<file path="src/rtl/irb_pkg.sv">
package irb_pkg;

    typedef enum logic [1:0] {
        CLS_LEVEL = 2'b00,
        CLS_NMI   = 2'b01,
        CLS_UBRK  = 2'b10,
        CLS_RSVD  = 2'b11
    } irq_cls_e;

    typedef enum logic [1:0] {
        BM_OFF    = 2'b00,
        BM_ALL    = 2'b01,
        BM_RSVD   = 2'b10,
        BM_MASKED = 2'b11
    } bank_mode_e;

    typedef enum logic [2:0] {
        ST_IDLE    = 3'd0,
        ST_SAVE    = 3'd1,
        ST_RESTORE = 3'd2,
        ST_OVF     = 3'd3,
        ST_UNDER   = 3'd4
    } seq_state_e;

    localparam int CTRL_W    = 16;
    localparam int MODE_HI   = 15;
    localparam int MODE_LO   = 14;
    localparam int OVEN_BIT  = 13;

endpackage

</file>
<file path="src/rtl/irb_cfg_reg.sv">
module irb_cfg_reg
    import irb_pkg::*;
#(
    parameter int BN_W = 4
) (
    input  logic              clk,
    input  logic              rst_n,
    input  logic              wr,
    input  logic [CTRL_W-1:0] wdata,
    input  logic [BN_W-1:0]   bn,
    output bank_mode_e        mode,
    output logic              ovf_en,
    output logic [CTRL_W-1:0] rdata
);
    localparam int RSVD_W = CTRL_W - 3 - BN_W;

    bank_mode_e mode_q;
    logic       oven_q;

    always_ff @(posedge clk) begin
        if (!rst_n) begin
            mode_q <= BM_OFF;
            oven_q <= 1'b0;
        end else if (wr) begin
            mode_q <= bank_mode_e'(wdata[MODE_HI:MODE_LO]);
            oven_q <= wdata[OVEN_BIT];
        end
    end

    assign mode   = mode_q;
    assign ovf_en = oven_q;
    assign rdata  = {mode_q, oven_q, {RSVD_W{1'b0}}, bn};

endmodule

</file>
<file path="src/rtl/irb_policy.sv">
module irb_policy
    import irb_pkg::*;
#(
    parameter int LVL_W = 4
) (
    input  bank_mode_e               mode,
    input  logic [1:0]               cls,
    input  logic [LVL_W-1:0]         level,
    input  logic [(1<<LVL_W)-1:0]    mask,
    output logic                     use_bank
);
    localparam int NLVL = 1 << LVL_W;

    logic [NLVL-1:0] lvl_hit;

    genvar g;
    generate
        for (g = 0; g < NLVL; g++) begin : g_lvl
            assign lvl_hit[g] = mask[g] && (level == LVL_W'(g));
        end
    endgenerate

    logic is_level;
    assign is_level = (cls == CLS_LEVEL);

    always_comb begin
        unique case (mode)
            BM_OFF:    use_bank = 1'b0;
            BM_ALL:    use_bank = is_level;
            BM_RSVD:   use_bank = 1'b0;
            BM_MASKED: use_bank = is_level && (|lvl_hit);
            default:   use_bank = 1'b0;
        endcase
    end

endmodule

</file>
<file path="src/rtl/irb_seq.sv">
module irb_seq
    import irb_pkg::*;
#(
    parameter int NBANKS = 15,
    parameter int BN_W   = 4
) (
    input  logic            clk,
    input  logic            rst_n,
    input  logic            accept,
    input  logic            use_bank,
    input  logic            restore,
    input  logic            ovf_en,
    output logic [BN_W-1:0] bn,
    output logic [BN_W-1:0] idx,
    output logic            save_stb,
    output logic            restore_stb,
    output logic            ovf_exc,
    output logic            restore_err
);
    localparam logic [BN_W-1:0] LAST = BN_W'(NBANKS);
    localparam logic [BN_W-1:0] ONE  = BN_W'(1);

    seq_state_e      state_q, state_d;
    logic [BN_W-1:0] bn_q, bn_d;
    logic [BN_W-1:0] idx_q, idx_d;

    always_comb begin
        state_d = ST_IDLE;
        bn_d    = bn_q;
        idx_d   = idx_q;
        if (accept) begin
            if (use_bank) begin
                if (bn_q == LAST) begin
                    state_d = ovf_en ? ST_OVF : ST_IDLE;
                end else begin
                    state_d = ST_SAVE;
                    idx_d   = bn_q;
                    bn_d    = bn_q + ONE;
                end
            end
        end else if (restore) begin
            if (bn_q == '0) begin
                state_d = ST_UNDER;
            end else begin
                state_d = ST_RESTORE;
                bn_d    = bn_q - ONE;
                idx_d   = bn_q - ONE;
            end
        end
    end

    always_ff @(posedge clk) begin
        if (!rst_n) begin
            state_q <= ST_IDLE;
            bn_q    <= '0;
            idx_q   <= '0;
        end else begin
            state_q <= state_d;
            bn_q    <= bn_d;
            idx_q   <= idx_d;
        end
    end

    always_comb begin
        save_stb    = 1'b0;
        restore_stb = 1'b0;
        ovf_exc     = 1'b0;
        restore_err = 1'b0;
        unique case (state_q)
            ST_IDLE:    ;
            ST_SAVE:    save_stb    = 1'b1;
            ST_RESTORE: restore_stb = 1'b1;
            ST_OVF:     ovf_exc     = 1'b1;
            ST_UNDER:   restore_err = 1'b1;
            default:    ;
        endcase
    end

    assign bn  = bn_q;
    assign idx = idx_q;

endmodule

</file>
<file path="src/rtl/irb_top.sv">
module irb_top
    import irb_pkg::*;
#(
    parameter int NBANKS = 15,
    parameter int BN_W   = 4,
    parameter int LVL_W  = 4
) (
    input  logic                   clk,
    input  logic                   rst_n,
    input  logic                   reg_wr,
    input  logic [15:0]            reg_wdata,
    output logic [15:0]            reg_rdata,
    input  logic                   irq_accept,
    input  logic [1:0]             irq_class,
    input  logic [LVL_W-1:0]       irq_level,
    input  logic [(1<<LVL_W)-1:0]  level_bank_mask,
    input  logic                   restore_req,
    output logic                   save_stb,
    output logic                   restore_stb,
    output logic [BN_W-1:0]        bank_idx,
    output logic                   ovf_exc,
    output logic                   restore_err
);
    bank_mode_e      mode;
    logic            ovf_en;
    logic            use_bank;
    logic [BN_W-1:0] bn;

    irb_cfg_reg #(.BN_W(BN_W)) u_cfg (
        .clk   (clk),
        .rst_n (rst_n),
        .wr    (reg_wr),
        .wdata (reg_wdata),
        .bn    (bn),
        .mode  (mode),
        .ovf_en(ovf_en),
        .rdata (reg_rdata)
    );

    irb_policy #(.LVL_W(LVL_W)) u_pol (
        .mode    (mode),
        .cls     (irq_class),
        .level   (irq_level),
        .mask    (level_bank_mask),
        .use_bank(use_bank)
    );

    irb_seq #(.NBANKS(NBANKS), .BN_W(BN_W)) u_seq (
        .clk        (clk),
        .rst_n      (rst_n),
        .accept     (irq_accept),
        .use_bank   (use_bank),
        .restore    (restore_req),
        .ovf_en     (ovf_en),
        .bn         (bn),
        .idx        (bank_idx),
        .save_stb   (save_stb),
        .restore_stb(restore_stb),
        .ovf_exc    (ovf_exc),
        .restore_err(restore_err)
    );

endmodule

</file>
<file path="config.mk">
export PLATFORM = sky130hd
export DESIGN_NAME = irb_top
export DESIGN_NICKNAME = d
export VERILOG_FILES = /design/src/rtl/irb_pkg.sv /design/src/rtl/irb_cfg_reg.sv /design/src/rtl/irb_policy.sv /design/src/rtl/irb_seq.sv /design/src/rtl/irb_top.sv
export SDC_FILE = /design/constraint.sdc
export NUM_CORES = 1
export LEC_CHECK = 0
export CORE_UTILIZATION = 39
export DETAILED_ROUTE_END_ITERATION = 8
export PLACE_DENSITY = 0.86
export SLEW_MARGIN = 10
export SYNTH_ARGS = -nofsm -noshare
export SYNTH_HDL_FRONTEND = slang
export SYNTH_HIERARCHICAL = 1
export SYNTH_SLANG_ARGS = --single-unit
export TNS_END_PERCENT = 1
</file>
<file path="constraint.sdc">
create_clock -name clk -period 6 [get_ports clk]
set_input_delay 0.9 -clock clk [delete_from_list [all_inputs] [get_ports clk]]
set_output_delay 0.9 -clock clk [all_outputs]
set_load 0.005 [all_outputs]
</file>
==> summary.md <==
| Metric | Value |
|---|---|
| Status | complete, no violations |
| Seq/Total Area, Yosys | 26.5% |
| DRT iter0 DRCs | 25 |
| Multi-input logic area | 631 sq um |
| Gr usage total | 16.6% |
| # fillers | 230 |
| Adder-cell share of the synthesized area | 4.74% |
| DR DRC count | 0 |
| Final hold vios | 0 |
| Largest net degree at the start of global routing | 16 |
| # placed instances | between 150 and 200 |
| Max Slew Vio Count | 0 |
| Cells after Synth | 120 |
| Via density | 5.01 |
| CP Data Arrival Time | between 3 and 4 ns |
| Clock period minus worst slack | 3.24 ns |
| First-pass GRT wire length | between 3000 and 4000 um |
| Finished Layout Cells | 184 |
| HP Class | reg -> reg |
| ANT nets after route | 0 |
| CP startpoint kind | input pin |
| Area contributors post-synth | dfxtp_1 (27%), buf_4 (11%), mux2i_1 (10%), ha_1 (4.7%), nand2_1 (4.6%) |
| Vias in the first global route | 849 |
| Post-CTS Setup Repair Bufs | 0 |
| Synthesized flop and latch total | 14 |
| CTS tree | done |
| Grt ovf | 0 |
| CTS H-tree depth | 1 |
| Final-report setup violation count | 0 |
| Yosys Warn Count | 6 |
| Post-synthesis mux area share | 14.3% |
| Yosys cell types | 36 |
| RSZ-0062 raised after global routing | false |
| Io pins | 67 |
| Fmax | 308 MHz |
| Pre-CTS WS | 2.46 ns |
| Max-cap violations | 0 |
| Tot Pwr | 0.215 mW |
| Post-route setup TNS | 0 ns |
| Synth area leader | dfxtp_1 |
| Clk sink count | 14 |
| Req. time, crit path | 6.20 ns |
| Period utilization | 54.1% |
| Initial Util | 41.9% |
| Clock Latency Late Sink | ~0.27 ns |
| Synth Area in Simple Gates | 23.9% |
| Share of the synthesized area in the top cell type | approximately a quarter |
| Gpl congestion | between 0.8 and 0.9 |
| Final HPWL DP | 1790 um |
| Worst slew pin tran | 0.548 ns |
| Drt pass-1 iters | 4 |
| CTS Hold Bufs | 0 |
| Detailed-route wire length | approximately 2200 um |
| # nets final | about 200 |
| Root buffer cell | clkbuf_4 |
| Setup ws final | roughly 2.8 ns |
| Clock slew at reported path FFs | ~0.080 ns |
| Cell row count | 18 |
| Diode count | 0 |
| Largest family of logic cells by synthesized area | simple AND/OR/NAND/NOR gates |
| Synth Area in Compound Gates | 11.0% |
| Clock Tree Buf Depth | 2 |
| Full die area | 2920 sq um |
| Storage cell area | 280 sq um |
| Post-Synth XOR/XNOR Area | 2.49% |
| Clk_skew | 0.00322 ns |
| Relative slew margins | 63.5% |
| Share of layout cells above drive strength 1 | 5.19% |
| CTS resizes | 0 |
| Cell Area, Synth | 1060 sq um |
| Avg WL per Cell | ~12 um |
| Pwr dens | 151 nW/um^2 |
| Core area | 2520 sq um |
| Area delta synth->final | 35.4% |
| Die height | 54.0 um |
| Setup CP Type | in -> reg |
| Worst-case vdd ir drop | 0.000104 V |
| CP Capture Type | flip-flop |
| Initial antenna violation count | 0 |
| CP Max Fanout | 12 |
| Inserted Clock Buffers | 3 |
| Commonest cells after routing, fill and taps aside | clkdlybuf4s50_1 (44), dfxtp_1 (14), nand2_1 (13) |
| Avg Cell Area, Syn | 8.80 sq um |
| Chip Width | 54.0 um |
| Commonest non-fill, non-tap cell in the layout | clkdlybuf4s50_1 |
| Port bufs | 44 |
| Static Leak | 0.628 nW |
| DR vias | 921 |
per-layer routing:
metal / global-route usage [%] / wire, um / vias to the layer above
met5: 0 / 0 / -
met4: 10.3 / 72 / 0
met3: 2.54 / 70 / 8
met2: 29.6 / 1200 / 23
met1: 18.2 / 901 / 432
li1: - / - / 458
metrics by stage:
step	util, %	cell area [sq um]	hold WS, ns
after floorplan	-	1090	0.448
after CTS	56.7	1430	0.489
after global routing	56.7	1430	0.540
final	56.7	1430	0.492
after global placement	55.8	1410	0.477
after detailed placement	55.8	1410	0.477
worst max-delay path: stages:
cell             delay (ns)
clkdlybuf4s50_1        0.71
mux2i_1                0.14
a22oi_1                0.19
nand4_1                0.12
a31oi_1                0.29
nand2_1                0.12
o22ai_2                0.46
a21boi_0               0.29
mux2i_1                0.22
final cells by class:
| class | count | share of cell area, % |
|---|---|---|
| clock buffers | 3 | 1.57 |
| well taps | 30 | 2.62 |
| repair buffers | 44 | 30.8 |
| inverters | 5 | 1.31 |
| flip-flops and latches | 14 | 19.6 |
| multi-input cells | 88 | 44.1 |
cell usage after synthesis:
cell / instances
o221ai_1: 1
inv_1: 5
a21boi_0: 1
nand3_1: 2
buf_6: 2
o22ai_2: 1
a22oi_1: 1
mux2i_1: 11
nor3b_1: 4
nand2b_1: 3
o211a_1: 4
dfxtp_1: 14
mux2_4: 1
a21oi_1: 2
or3_1: 1
conb_1: 1
nor2_1: 4
buf_4: 16
nand4_1: 3
clkbuf_1: 1
a31oi_1: 1
nand2_1: 13
or2b_4: 1
mux4_1: 1
buf_2: 2
or4_4: 1
and2_1: 2
o21ai_2: 1
and3_1: 1
nor4_1: 1
nor2b_1: 4
and2b_1: 2
o21ai_0: 3
ha_1: 4
xor2_1: 3
and3b_1: 2
report_power, final:
group	total, mW	switching, mW	leakage, nW	internal, mW
combinational	0.0627	0.0233	0.500	0.0394
sequential	0.101	0.00418	0.114	0.0972
clock	0.0513	0.0281	0.0138	0.0232
registers in the layout, indices dropped and copies added (netlist names):
signal / flops
u_seq/bn: 4
u_seq/idx: 4
u_cfg/ovf_en: 1
u_cfg/mode: 2
u_seq/state_q: 3
path summary, 6_finish.rpt:
path | start | endpoint | slack, ns | cells past startpoint
hold reg to reg | u_cfg/ovf_en | u_seq/state_q[0] | 0.49 | 2
setup / recovery | irq_level[1] | u_seq/bn[2] | 2.76 | 9
hold / removal | u_cfg/ovf_en | u_seq/state_q[0] | 0.49 | 2
setup reg to reg | u_seq/bn[0] | u_seq/bn[2] | 3.98 | 6
logic make-up (layout without fill, tap and decap cells):
group / Yosys count / in the layout
buffers and inverters: 26 / 52
XOR/XNOR: 3 / 3
other: 1 / 9
multiplexers: 13 / 13
AND/OR/NAND/NOR: 44 / 44
AO/OA/AOI/OAI: 15 / 15
adder cells (fa/ha/maj): 4 / 4
flip-flops: 14 / 14
(Power assumes the default switching activity.)
